--- config.mk ---
export PLATFORM = sky130hd
export DESIGN_NAME = nps_seq
export DESIGN_NICKNAME = d
export VERILOG_FILES = /design/src/rtl/nps_pkg.sv /design/src/rtl/nps_cond.sv /design/src/rtl/nps_target.sv /design/src/rtl/nps_state.sv /design/src/rtl/nps_seq.sv
export SDC_FILE = /design/constraint.sdc
export NUM_CORES = 1
export LEC_CHECK = 0
export ABC_AREA = 1
export BUFFER_PORTS_ARGS = -buffer_cell sky130_fd_sc_hd__buf_2
export CORE_ASPECT_RATIO = 1.25
export CORE_MARGIN = 5
export CORE_UTILIZATION = 45
export CTS_CLUSTER_DIAMETER = 100
export DETAILED_ROUTE_END_ITERATION = 6
export PLACE_DENSITY = 0.67
export SETUP_SLACK_MARGIN = 0.15
export SYNTH_ARGS = -nofsm -noshare
export SYNTH_HDL_FRONTEND = slang
export SYNTH_HIERARCHICAL = 1
export SYNTH_SLANG_ARGS = --single-unit
--- constraint.sdc ---
create_clock -name clk -period 3.6 [get_ports clk]
set_clock_uncertainty 0.15 [all_clocks]
set_input_delay 0 -clock clk [delete_from_list [all_inputs] [get_ports clk]]
set_output_delay 0 -clock clk [all_outputs]
set_load 0.05 [all_outputs]
--- src/rtl/nps_pkg.sv ---
package nps_pkg;
  typedef enum logic [1:0] {
    KIND_EQ   = 2'd0,
    KIND_NEZ  = 2'd1,
    KIND_JMP  = 2'd2,
    KIND_NONE = 2'd3
  } ctl_kind_e;

  typedef struct packed {
    logic is_ctl;
    logic is_br;
    logic taken;
  } ctl_res_t;
endpackage

--- src/rtl/nps_cond.sv ---
module nps_cond
  import nps_pkg::*;
#(
  parameter int XLEN = 32
) (
  input  logic            ctl_en,
  input  ctl_kind_e       kind,
  input  logic [XLEN-1:0] opa,
  input  logic [XLEN-1:0] opb,
  output ctl_res_t        res
);
  logic eq_hit;
  logic nz_hit;

  assign eq_hit = (opa == opb);
  assign nz_hit = |opa;

  always_comb begin
    res = '0;
    if (ctl_en) begin
      unique case (kind)
        KIND_EQ:   begin res.is_ctl = 1'b1; res.is_br = 1'b1; res.taken = eq_hit; end
        KIND_NEZ:  begin res.is_ctl = 1'b1; res.is_br = 1'b1; res.taken = nz_hit; end
        KIND_JMP:  begin res.is_ctl = 1'b1; res.is_br = 1'b0; res.taken = 1'b1;   end
        default:   res = '0;
      endcase
    end
  end
endmodule

--- src/rtl/nps_target.sv ---
module nps_target
  import nps_pkg::*;
#(
  parameter int XLEN  = 32,
  parameter int OFF_W = 16,
  parameter int IDX_W = 26
) (
  input  logic [XLEN-1:0]  slot_pc,
  input  ctl_kind_e        kind,
  input  logic [OFF_W-1:0] off,
  input  logic [IDX_W-1:0] idx,
  output logic [XLEN-1:0]  tgt
);
  localparam int SEXT_W = XLEN - OFF_W - 2;
  localparam int HI_W   = XLEN - IDX_W - 2;

  logic [XLEN-1:0] br_disp;
  logic [XLEN-1:0] br_tgt;
  logic [XLEN-1:0] jmp_tgt;

  assign br_disp = {{SEXT_W{off[OFF_W-1]}}, off, 2'b00};
  assign br_tgt  = slot_pc + br_disp;

  generate
    if (HI_W > 0) begin : g_region
      assign jmp_tgt = {slot_pc[XLEN-1 -: HI_W], idx, 2'b00};
    end else begin : g_flat
      assign jmp_tgt = {idx, 2'b00};
    end
  endgenerate

  assign tgt = (kind == KIND_JMP) ? jmp_tgt : br_tgt;
endmodule

--- src/rtl/nps_state.sv ---
module nps_state #(
  parameter int              XLEN     = 32,
  parameter logic [XLEN-1:0] RESET_PC = '0
) (
  input  logic            clk,
  input  logic            rst,
  input  logic            stall,
  input  logic [XLEN-1:0] next_pc,
  input  logic            nxt_slot,
  input  logic            nxt_squash,
  input  logic            nxt_err,
  output logic [XLEN-1:0] fetch_pc,
  output logic [XLEN-1:0] dec_pc,
  output logic            dec_vld,
  output logic            slot_q,
  output logic            squash_q,
  output logic            err_q
);
  always_ff @(posedge clk) begin
    if (rst) begin
      fetch_pc <= RESET_PC;
      dec_pc   <= RESET_PC;
      dec_vld  <= 1'b0;
      slot_q   <= 1'b0;
      squash_q <= 1'b0;
      err_q    <= 1'b0;
    end else if (!stall) begin
      fetch_pc <= next_pc;
      dec_pc   <= fetch_pc;
      dec_vld  <= 1'b1;
      slot_q   <= nxt_slot;
      squash_q <= nxt_squash;
      err_q    <= nxt_err;
    end
  end
endmodule

--- src/rtl/nps_seq.sv ---
module nps_seq
  import nps_pkg::*;
#(
  parameter int              XLEN     = 32,
  parameter int              OFF_W    = 16,
  parameter int              IDX_W    = 26,
  parameter logic [XLEN-1:0] RESET_PC = '0
) (
  input  logic             clk,
  input  logic             rst,
  input  logic             stall,
  input  logic             ctl_en,
  input  logic [1:0]       ctl_kind,
  input  logic [XLEN-1:0]  opnd_a,
  input  logic [XLEN-1:0]  opnd_b,
  input  logic [OFF_W-1:0] br_off,
  input  logic [IDX_W-1:0] jmp_idx,
  input  logic             annul,
  output logic [XLEN-1:0]  fetch_pc,
  output logic             slot_squash,
  output logic             slot_err
);
  localparam logic [XLEN-1:0] STEP = XLEN'(4);

  ctl_kind_e       kind;
  ctl_res_t        res;
  logic [XLEN-1:0] dec_pc;
  logic [XLEN-1:0] slot_pc;
  logic [XLEN-1:0] tgt;
  logic [XLEN-1:0] next_pc;
  logic            dec_vld;
  logic            slot_q;
  logic            live;
  logic            act;
  logic            redirect;
  logic            nxt_slot;
  logic            nxt_squash;
  logic            nxt_err;

  assign kind    = ctl_kind_e'(ctl_kind);
  assign slot_pc = dec_pc + STEP;

  nps_cond #(.XLEN(XLEN)) u_cond (
    .ctl_en (ctl_en),
    .kind   (kind),
    .opa    (opnd_a),
    .opb    (opnd_b),
    .res    (res)
  );

  nps_target #(.XLEN(XLEN), .OFF_W(OFF_W), .IDX_W(IDX_W)) u_tgt (
    .slot_pc (slot_pc),
    .kind    (kind),
    .off     (br_off),
    .idx     (jmp_idx),
    .tgt     (tgt)
  );

  // live: decode holds a real, unsquashed instruction
  assign live       = dec_vld && !slot_squash;
  assign act        = live && res.is_ctl;
  assign redirect   = act && !slot_q && res.taken;
  assign nxt_slot   = act && !slot_q;
  assign nxt_squash = nxt_slot && res.is_br && annul && !res.taken;
  assign nxt_err    = act && slot_q;
  assign next_pc    = redirect ? tgt : fetch_pc + STEP;

  nps_state #(.XLEN(XLEN), .RESET_PC(RESET_PC)) u_state (
    .clk        (clk),
    .rst        (rst),
    .stall      (stall),
    .next_pc    (next_pc),
    .nxt_slot   (nxt_slot),
    .nxt_squash (nxt_squash),
    .nxt_err    (nxt_err),
    .fetch_pc   (fetch_pc),
    .dec_pc     (dec_pc),
    .dec_vld    (dec_vld),
    .slot_q     (slot_q),
    .squash_q   (slot_squash),
    .err_q      (slot_err)
  );
endmodule

==> run metrics, run 1 <==
status=completed; yosys warns=6; initial drt markers=640; Hold Crit Class=primary input to flop; Worst-Skew Late Latency=0.34 ns; largest net degree at the start of global routing=81; leakage dissipation=5.04 nW; Rel. slew slack=0.363; syn nets=1671; Num CTS Buffers=9; f_max=305 MHz; Clock Sinks=68; WS Path Type=flop to flop; RSZ-0062 raised after global routing=yes; DR vias=9286; CTS tree=done; Worst EP required=3.73 ns; DR pass1 iterations=7; CP bufs+invs=3; placer congestion estimate=1.02; crit-path leading delay family=simple AND/OR/NAND/NOR gates; vias in the first global route=8725; GRT overflow=0; Max Cap Viol=0; crit end category=flop; CP peak stage delay=0.40 ns; share of cells above drive strength 1=0.155; number of port buffers=146; Max IR drop VDD=0.000227 V; Tcrit/Tclk final=0.910; Core Rows=54; root buffer cell=clkbuf_16; DR vias/cell=4.86; Initial Utilization=0.458; Final Max Tran Viols=0; critical path depth=24; CP arrival=3.40 ns; Worst Path Max Fanout=5; power per cell area=292 mW/mm²; Die Span Y=159 µm; Total Wirelength=26.7 mm; Tmin final=3.27 ns; sequential area share after synthesis=0.171; Reg clk slew, reported paths=0.06 ns; Post-Route Utilization=0.547; fillers=1901; initial antenna violation count=0; Routed WL per cell=13.9 µm; slowest CP cell=dfxtp_2; Hold Vio Cnt, Final=0; final setup vio count=0; gr usage total=0.258; Residual DRC=0; ant diodes=0; CP Launch Type=flop; H-tree Lvls=3; deepest clock path buffer count=2; worst r2r path cells=24; Horiz. Die Dim=129 µm; Syn Inst Count=1526; Syn Std Cell Area=0.00798 mm²; NumNets Final=1828; synthesis-stage register bit count=68; most frequent CP cell=nand2_1; area added between synthesis and finish=19.5%; crit-path cells=ha_4 -> nand3_4 -> inv_2 -> nand2_4 -> clkinv_2 -> nand2_2 -> nor2_2 -> xor2_1 -> ha_1 -> nand2_1 -> inv_1 -> nand2_1 -> nand2_1 -> a21oi_1 -> nand2_1 -> nand2_1 -> nand2_1 -> nand2_1 -> nand3_1 -> nand2_1 -> nand2_1 -> nand2_1 -> nor2_1 -> nor2_1; TNS Setup=0 ns; first-pass GRT wire length=43.0 mm; Post-DRT Antenna Nets=0; Hold Path Cell Cnt=7; Yosys cell types=36; Avg Cell Area, Syn=5.23 µm²; IO Count=147; dpl hpwl=21.3 mm; core footprint=0.0174 mm²; die area=0.0205 mm²; Worst-Margin Slew=0.953 ns
## worst paths after layout
path	startpoint	end	slack, ns
max reg2reg	u_state/dec_pc[2]	u_state/fetch_pc[25]	0.33
min	jmp_idx[18]	u_state/fetch_pc[20]	0.007
max	u_state/dec_pc[2]	u_state/fetch_pc[25]	0.33
min reg2reg	u_state/dec_vld	u_state/dec_vld	0.30
## metrics by stage
step                cell area [µm²]  setup WS, ns  total power, W  hold WS (ns)  cells
floorplan                      7980         0.866         0.00153       -0.0809   1526
global placement               8930        0.0766         0.00183        0.0369   1882
detailed placement             8930         0.137         0.00183        0.0379   1882
CTS                            9390         0.171         0.00277       0.00742   1912
global route                   9540        0.0916         0.00296        0.0650   1912
finish                         9540         0.326         0.00278       0.00709   1912
## power breakdown
| group | leakage (nW) | internal (W) | total (W) | switching (W) |
|---|---|---|---|---|
| Combinational | 4.34 | 0.000353 | 0.000983 | 0.000630 |
| Sequential | 0.565 | 0.000805 | 0.000882 | 0.0000777 |
| Clock | 0.142 | 0.000560 | 0.000919 | 0.000359 |
| Total | 5.04 | 0.00172 | 0.00278 | 0.00107 |
## metal layers
metal	GRT usage	up-vias	share of wire
li1	-	4911	-
met1	0.328	4011	0.42
met2	0.433	296	0.48
met3	0.0265	68	0.058
met4	0.117	0	0.045
met5	0	-	0
## what timing repair did
item	CTS	global route
hold endpoints to repair	13	0
buffers inserted	0	0
pin swaps	0	1
resized for setup	1	44
hold buffers	14	0
setup endpoints to repair	4	21
## cells in the final DEF (no fill, tap or decap), types with 14 or more instances in the layout
| cell type | instances |
|---|---|
| nand2_1 | 616 |
| nor2_1 | 250 |
| inv_1 | 220 |
| buf_2 | 145 |
| nand3_1 | 86 |
| dfxtp_1 | 62 |
| xnor2_1 | 45 |
| ha_1 | 26 |
| a21oi_1 | 22 |
| nor2_2 | 21 |
| buf_4 | 20 |
| o21ai_0 | 18 |
| xor2_1 | 16 |
| dlygate4sd3_1 | 14 |
## flip-flops by register name (all words and copies together) (netlist names)
signal	cells
u_state/dec_vld	1
u_state/dec_pc	32
u_state/slot_q	1
u_state/squash_q	1
u_state/err_q	1
u_state/fetch_pc	32
## layout make-up
class	count	area (µm²)	area share
Clock buffer	10	239	0.0251
Clock inverter	6	70.1	0.00735
Inverter	228	857	0.0899
Multi-Input combinational cell	1197	5700	0.598
Sequential cell	68	1370	0.144
Tap cell	224	280	0.0294
Timing Repair Buffer	179	1020	0.107
## cell families (layout without fill, tap and decap cells)
group	after synthesis	count (layout)	share of synthesized area
simple gates	1042	1042	0.534
buf+inv	261	423	0.133
flops	68	68	0.171
xor+xnor	62	62	0.0681
compound gates	61	61	0.0425
fa+ha+maj	32	32	0.0511
## worst reg2reg max path: stages, from the launching register on
cell,delay (ns)
dfxtp_2,0.40
ha_4,0.20
nand3_4,0.12
inv_2,0.09
nand2_4,0.07
clkinv_2,0.08
nand2_2,0.05
nor2_2,0.09
xor2_1,0.23
ha_1,0.33
nand2_1,0.16
inv_1,0.05
nand2_1,0.06
nand2_1,0.10
a21oi_1,0.13
nand2_1,0.13
nand2_1,0.13
nand2_1,0.06
nand2_1,0.05
nand3_1,0.09
nand2_1,0.11
nand2_1,0.07
nand2_1,0.10
nor2_1,0.04
nor2_1,0.12
## cells in the mapped netlist
master / number / area (µm²)
nand3_2: 2 / 20.0
nor3_2: 1 / 10.0
nand3_1: 86 / 430
o21ai_1: 6 / 30.0
a31oi_1: 2 / 12.5
clkinv_1: 1 / 3.75
nand4_1: 7 / 43.8
buf_2: 15 / 75.1
a21oi_2: 1 / 8.76
a21o_1: 1 / 7.51
a21oi_1: 23 / 115
xor2_1: 17 / 149
nand2_4: 2 / 22.5
o21ai_0: 18 / 90.1
nor2_1: 264 / 991
nor4_1: 2 / 12.5
xnor2_1: 45 / 394
nand2_2: 9 / 56.3
ha_1: 31 / 388
inv_2: 6 / 22.5
fa_1: 1 / 20.0
inv_1: 220 / 826
nor2_2: 11 / 68.8
buf_4: 5 / 37.5
nor3_1: 16 / 80.1
a21boi_0: 1 / 7.51
clkinv_2: 1 / 5.00
nor2_4: 6 / 67.6
o21bai_1: 9 / 67.6
and2_1: 5 / 31.3
nand3b_1: 9 / 67.6
nand2_1: 620 / 2330
clkbuf_1: 7 / 26.3
nand3_4: 2 / 35.0
buf_6: 6 / 67.6
dfxtp_1: 68 / 1360
(Power assumes the default switching activity.)
==> inputs of run 2 (changes only) <==
--- a/config.mk
+++ b/config.mk
@@ -12,7 +12,7 @@
 export CORE_UTILIZATION = 45
 export CTS_CLUSTER_DIAMETER = 100
 export DETAILED_ROUTE_END_ITERATION = 6
-export PLACE_DENSITY = 0.67
+export PLACE_DENSITY = 0.69
 export SETUP_SLACK_MARGIN = 0.15
 export SYNTH_ARGS = -nofsm -noshare
 export SYNTH_HDL_FRONTEND = slang
==> constraint.sdc (replaced) <==
create_clock -name clk -period 2.8 [get_ports clk]
set_clock_uncertainty 0.15 [all_clocks]
set_input_delay 0 -clock clk [delete_from_list [all_inputs] [get_ports clk]]
set_output_delay 0 -clock clk [all_outputs]
set_load 0.01 [all_outputs]
==> run metrics, run 2 (synthesized netlist as in run 1, its figures left out) <==
ant diodes=0 (unchanged); Tcrit/Tclk final=1.09 (+0.181); status=finished with violations; Psw=0.00147 W (+38%); first-pass GRT wire length=43.9 mm (+2.2%); Max Cap Viol=0 (unchanged); Rel. slew slack=0.360 (-0.00364); Hold Path Cell Cnt=7 (unchanged); Total Wirelength=28.8 mm (+8.1%); critical path depth=22 (-8.3%); root buffer cell=clkbuf_16; Sequential Power Share=0.288 (-0.029); fillers=1547 (-19%); leading cell type in the layout, fill and taps excluded=nand2_1; number of port buffers=146 (unchanged); deepest clock path buffer count=2 (unchanged); vias in the first global route=9323 (+6.9%); Worst EP required=2.92 ns (-0.81 ns); Hold Crit Class=primary input to flop; Worst-Skew Late Latency=0.34 ns (about the same); Reg clk slew, reported paths=0.06 ns (about the same); Clock Sinks=68 (unchanged); Num CTS Buffers=9 (unchanged); initial drt markers=628 (-1.9%); most frequent CP cell=nand2_1; placer congestion estimate=0.935 (-8.5%); Max IR drop VDD=0.000281 V (+23%); Setup crit start=u_state/dec_pc[3]; largest net degree at the start of global routing=71 (-12%); Net Sw Frac=0.375 (-0.00858); CP Launch Type=flop; DR vias=10000 (+7.8%); Comb pwr share=0.416 (+0.063); Post-DRT Antenna Nets=0 (unchanged); crit-path cells=buf_4 -> nand3_4 -> nor2_4 -> inv_2 -> nor2_4 -> xor2_4 -> ha_4 -> nand2_4 -> inv_1 -> nand2_1 -> nand2_2 -> nand2_1 -> nand2_2 -> a21oi_2 -> nand2_1 -> nand2_1 -> nand3_2 -> nand2_2 -> nand2_1 -> nand2_1 -> nor2_1 -> nor2_1; leading registers by flop count=u_state/dec_pc x32, u_state/fetch_pc x32; Initial Utilization=0.458 (unchanged); Critical Path End=u_state/fetch_pc[28]; Core Rows=54 (unchanged); area added between synthesis and finish=47.3%; dpl hpwl=21.2 mm (-0.76%); Worst Path Max Fanout=4 (-1); CTS tree=done; share of cells above drive strength 1=0.331 (+0.176); final setup vio count=20 (+20); power per cell area=334 mW/mm² (+14%); crit end category=flop; WS Path Type=flop to flop; f_max=328 MHz (+7.3%); clock network fraction of total power=0.296 (-0.034); Final Max Tran Viols=0 (unchanged); post-route cell area=0.0118 mm² (+23%); Die Span Y=159 µm (unchanged); CP arrival=3.17 ns (-0.23 ns); slowest CP cell=dfxtp_4; DR pass1 iterations=5 (-2); GRT overflow=0 (unchanged); Tmin final=3.05 ns (-0.221 ns); H-tree Lvls=3 (unchanged); crit-path leading delay family=simple AND/OR/NAND/NOR gates; placed standard-cell area=0.00971 mm² (+8.7%); RSZ-0062 raised after global routing=yes; worst r2r path cells=22 (-8.3%); Routed WL per cell=14.1 µm (+1.3%); P_int=0.00245 W (+43%); reg-to-reg endpoint=u_state/fetch_pc[28]; commonest non-fill, non-tap cells in the layout=nand2_1, nor2_1, inv_1, buf_2, buf_4; DR vias/cell=4.90 (+0.96%); Hold Vio Cnt, Final=1 (+1); die area=0.0205 mm² (unchanged); final worst slack=-0.253 ns (-0.579 ns); Worst-Margin Slew=0.954 ns (+0.000954 ns); failing checks=negative hold slack, negative setup slack; Post-Route Utilization=0.674 (+0.127); CP bufs+invs=3 (unchanged); leakage dissipation=6.03 nW (+20%); flop2flop setup slack=-0.25 ns (-0.58 ns); initial antenna violation count=0 (unchanged); RR Startpoint=u_state/dec_pc[3]; WHS=-0.00758 ns (-0.0147 ns); IO Count=147 (unchanged); gr usage total=0.263 (+0.00566); Horiz. Die Dim=129 µm (unchanged); CP peak stage delay=0.37 ns (-0.03 ns); Residual DRC=0 (unchanged); NumNets Final=1957 (+7.1%); core footprint=0.0174 mm² (unchanged)
## run 2: power by group through the flow
| stage | Sequential (W) | Clock [W] | Combinational [W] |
|---|---|---|---|
| after floorplan | 0.00114 | 0 | 0.000736 |
| after global placement | 0.00114 | 0 | 0.00124 |
| after detailed placement | 0.00115 | 0 | 0.00125 |
| after CTS | 0.00113 | 0.00117 | 0.00143 |
| after global routing | 0.00114 | 0.00121 | 0.00178 |
| final | 0.00113 | 0.00116 | 0.00163 |
## run 2: layer usage
layer | track usage | vias up | part of all wire
met1 | 0.315 | 4434 | 0.40
met3 | 0.0370 | 78 | 0.059
met4 | 0.115 | 0 | 0.048
met2 | 0.462 | 332 | 0.50
li1 | - | 5164 | -
met5 | 0 | - | 0
## run 2: area by class of cell
type                            count  area (µm²)  area share
Clock inverter                      7        76.3     0.00649
Sequential cell                    68        1410       0.120
Timing Repair Buffer              308        2060       0.175
Multi-Input combinational cell   1197        6840       0.582
Tap cell                          224         280      0.0239
Inverter                          228         861      0.0733
Clock buffer                        9         225      0.0192
## run 2: repair_timing
| item | in CTS | in global routing |
|---|---|---|
| pin swaps | 108 | 113 |
| setup endpoints to repair | 26 | 26 |
| hold buffers | 17 | 0 |
| setup buffers | 14 | 12 |
| resized for setup | 168 | 171 |
| hold endpoints to repair | 16 | 0 |
## run 2: stage by stage
| step | std cells | total power, W | setup WS [ns] | TNS (ns) |
|---|---|---|---|---|
| 3_3_place_gp | 1982 | 0.00239 | -0.413 | -6.21 |
| 6_report | 2041 | 0.00392 | -0.253 | -3.32 |
| 4_1_cts | 2029 | 0.00373 | -0.117 | -1.93 |
| 3_5_place_dp | 1982 | 0.00240 | -0.442 | -6.50 |
| 5_1_grt | 2041 | 0.00414 | -0.468 | -7.38 |
| 2_1_floorplan | 1526 | 0.00188 | 0.159 | 0 |
## run 2: worst min path at each step
| stage | start | to | slack (ns) |
|---|---|---|---|
| after floorplan | rst | u_state/dec_vld | -0.08 |
| after global placement | rst | u_state/dec_vld | 0.04 |
| after detailed placement | rst | u_state/dec_vld | 0.04 |
| after CTS | jmp_idx[3] | u_state/fetch_pc[5] | 0.0002 |
| after global routing | jmp_idx[5] | u_state/fetch_pc[7] | 0.06 |
| final | jmp_idx[5] | u_state/fetch_pc[7] | -0.008 |
## run 2: tightest hold or removal path, cell delays in order
cell	delay (ns)
buf_2	0.08
nand2_1	0.06
o21ai_2	0.07
nand2_1	0.06
nand2_1	0.06
nor2_1	0.04
nor2_1	0.07
==> inputs of run 3 (changes only) <==
--- a/config.mk
+++ b/config.mk
@@ -12,7 +12,7 @@
 export CORE_UTILIZATION = 45
 export CTS_CLUSTER_DIAMETER = 100
 export DETAILED_ROUTE_END_ITERATION = 6
-export PLACE_DENSITY = 0.69
+export PLACE_DENSITY_LB_ADDON = 0.25
 export SETUP_SLACK_MARGIN = 0.15
 export SYNTH_ARGS = -nofsm -noshare
 export SYNTH_HDL_FRONTEND = slang
==> run metrics, run 3 (synthesized netlist as in run 1, its figures left out) <==
status=finished with violations; failing checks=negative hold slack, negative setup slack; gr usage total=0.264 (+0.000408); share of cells above drive strength 1=0.319 (-0.0117); placed standard-cell area=0.00981 mm² (+1.0%); initial drt markers=771 (+23%); placer congestion estimate=0.947 (+1.3%); area added between synthesis and finish=45.9%; die area=0.0205 mm² (unchanged); Final Max Tran Viols=0 (unchanged); Tmin final=2.99 ns (-0.0637 ns); crit end category=flop; Hold Crit Class=primary input to flop; deepest clock path buffer count=2 (unchanged); WHS=-0.0308 ns (-0.0233 ns); dpl hpwl=21.7 mm (+2.6%); DR pass1 iterations=5 (unchanged); Net Sw Frac=0.375 (about the same); leading registers by flop count=u_state/dec_pc x32, u_state/fetch_pc x32; Residual DRC=0 (unchanged); H-tree Lvls=3 (unchanged); P_int=0.00246 W (+0.54%); Num CTS Buffers=9 (unchanged); initial antenna violation count=0 (unchanged); fillers=1606 (+3.8%); first-pass GRT wire length=44.0 mm (+0.11%); GRT overflow=0 (unchanged); Clock Sinks=68 (unchanged); RSZ-0062 raised after global routing=yes; core footprint=0.0174 mm² (unchanged); Worst EP required=2.88 ns (-0.04 ns); Post-DRT Antenna Nets=0 (unchanged); Initial Utilization=0.458 (unchanged); Worst-Margin Slew=0.611 ns (-0.344 ns); power per cell area=339 mW/mm² (+1.5%); DR vias=10000 (+0.18%); Max Cap Viol=0 (unchanged); CTS tree=done; final worst slack=-0.189 ns (+0.0637 ns); Psw=0.00148 W (+0.59%); Tcrit/Tclk final=1.07 (-0.0228); ant diodes=0 (unchanged); Worst Path Max Fanout=4 (unchanged); Hold Path Cell Cnt=7 (unchanged); leading cell type in the layout, fill and taps excluded=nand2_1; vias in the first global route=9287 (-0.39%); f_max=335 MHz (+2.1%); CP Launch Type=flop; post-route cell area=0.0116 mm² (-0.93%); Die Span Y=159 µm (unchanged); final setup vio count=21 (+5.0%); Max IR drop VDD=0.000275 V (-1.9%); IO Count=147 (unchanged); WS Path Type=flop to flop; Core Rows=54 (unchanged); CP arrival=3.07 ns (-0.10 ns); worst r2r path cells=19 (-14%); NumNets Final=1958 (+0.051%); Total Wirelength=28.8 mm (about the same); Horiz. Die Dim=129 µm (unchanged); overall power=0.00394 W (+0.56%); leakage dissipation=5.99 nW (-0.64%); Rel. slew slack=0.590 (+0.231); Post-Place Setup Slack=-0.456 ns (-0.0142 ns); root buffer cell=clkbuf_16; Routed WL per cell=14.1 µm (about the same); clock network fraction of total power=0.298 (+0.002); number of port buffers=146 (unchanged); Worst-Skew Late Latency=0.34 ns (about the same); largest net degree at the start of global routing=76 (+7.0%); commonest non-fill, non-tap cells in the layout=nand2_1, nor2_1, inv_1, buf_2, buf_4; Comb pwr share=0.416 (about the same); DR vias/cell=4.91 (+0.13%); Sequential Power Share=0.286 (-0.002); Reg clk slew, reported paths=0.06 ns (about the same); Hold Vio Cnt, Final=3 (+2)
-- run 3: cell types whose count changed in the layout (fill, tap and decap cells not counted), moves of 5 or more --
cell	previous run	this run
nand2_1	529	547
nand2_2	81	66
buf_4	133	144
inv_2	24	14
inv_1	202	211
dfxtp_4	9	4
dlygate4sd3_1	17	12
-- run 3: power by group through the flow --
stage	Sequential (W)	Clock (W)	Combinational (W)
3_3_place_gp	0.00114	0	0.00126
5_1_grt	0.00114	0.00124	0.00179
4_1_cts	0.00112	0.00120	0.00144
3_5_place_dp	0.00114	0	0.00127
2_1_floorplan	0.00114	0	0.000736
6_report	0.00113	0.00118	0.00164
-- run 3: cell type report --
class / instances / area (µm²) / area share
multi-input combinational: 1197 / 6770 / 0.582
timing repair buffer: 309 / 2030 / 0.174
sequential: 68 / 1390 / 0.120
inverter: 228 / 863 / 0.0742
tap: 224 / 280 / 0.0241
clock buffer: 9 / 225 / 0.0193
clock inverter: 7 / 82.6 / 0.00709
-- run 3: per-stage QoR --
step	std cells	setup TNS, ns	hold WS [ns]	util
5_1_grt	2042	-6.10	0.00427	0.668
6_report	2042	-2.60	-0.0308	0.668
2_1_floorplan	1526	0	-0.0809	-
3_5_place_dp	1995	-5.91	0.0339	0.563
3_3_place_gp	1995	-5.88	0.0341	0.563
4_1_cts	2033	-1.26	0.000199	0.628
-- run 3: timing repair --
item                                    in CTS  in global routing
resized for setup                          165                133
buffers inserted                            10                  9
pin swaps                                   80                103
hold buffers                                12                  0
endpoints found under the setup margin      25                 26
endpoints found under the hold margin       11                  0
-- run 3: path summary, 6_finish.rpt --
kind	startpoint	to	slack, ns
worst max-delay path	u_state/dec_pc[5]	u_state/fetch_pc[14]	-0.19
worst min-delay path	jmp_idx[5]	u_state/fetch_pc[7]	-0.03
worst max register to register	u_state/dec_pc[5]	u_state/fetch_pc[14]	-0.19
worst min register to register	u_state/dec_vld	u_state/dec_vld	0.29
-- run 3: worst max-delay path, cell delays in order, from the launching register on --
cell	delay (ns)
dfxtp_2	0.34
buf_4	0.16
nand3_4	0.11
inv_2	0.09
nand2_4	0.09
nor2_4	0.14
xor2_2	0.25
ha_4	0.27
nand2_4	0.09
inv_1	0.07
a21oi_4	0.20
buf_6	0.13
nand3_4	0.12
xnor2_2	0.18
o21ai_1	0.08
buf_4	0.18
nand2_2	0.06
nand2_1	0.04
nor2_1	0.08
nor2_1	0.04
-- run 3: metal layers --
| metal | track usage | wire (µm) |
|---|---|---|
| met1 | 0.318 | 11700 |
| met2 | 0.461 | 14400 |
| met3 | 0.0296 | 1350 |
| met4 | 0.122 | 1370 |
| met5 | 0 | 0 |
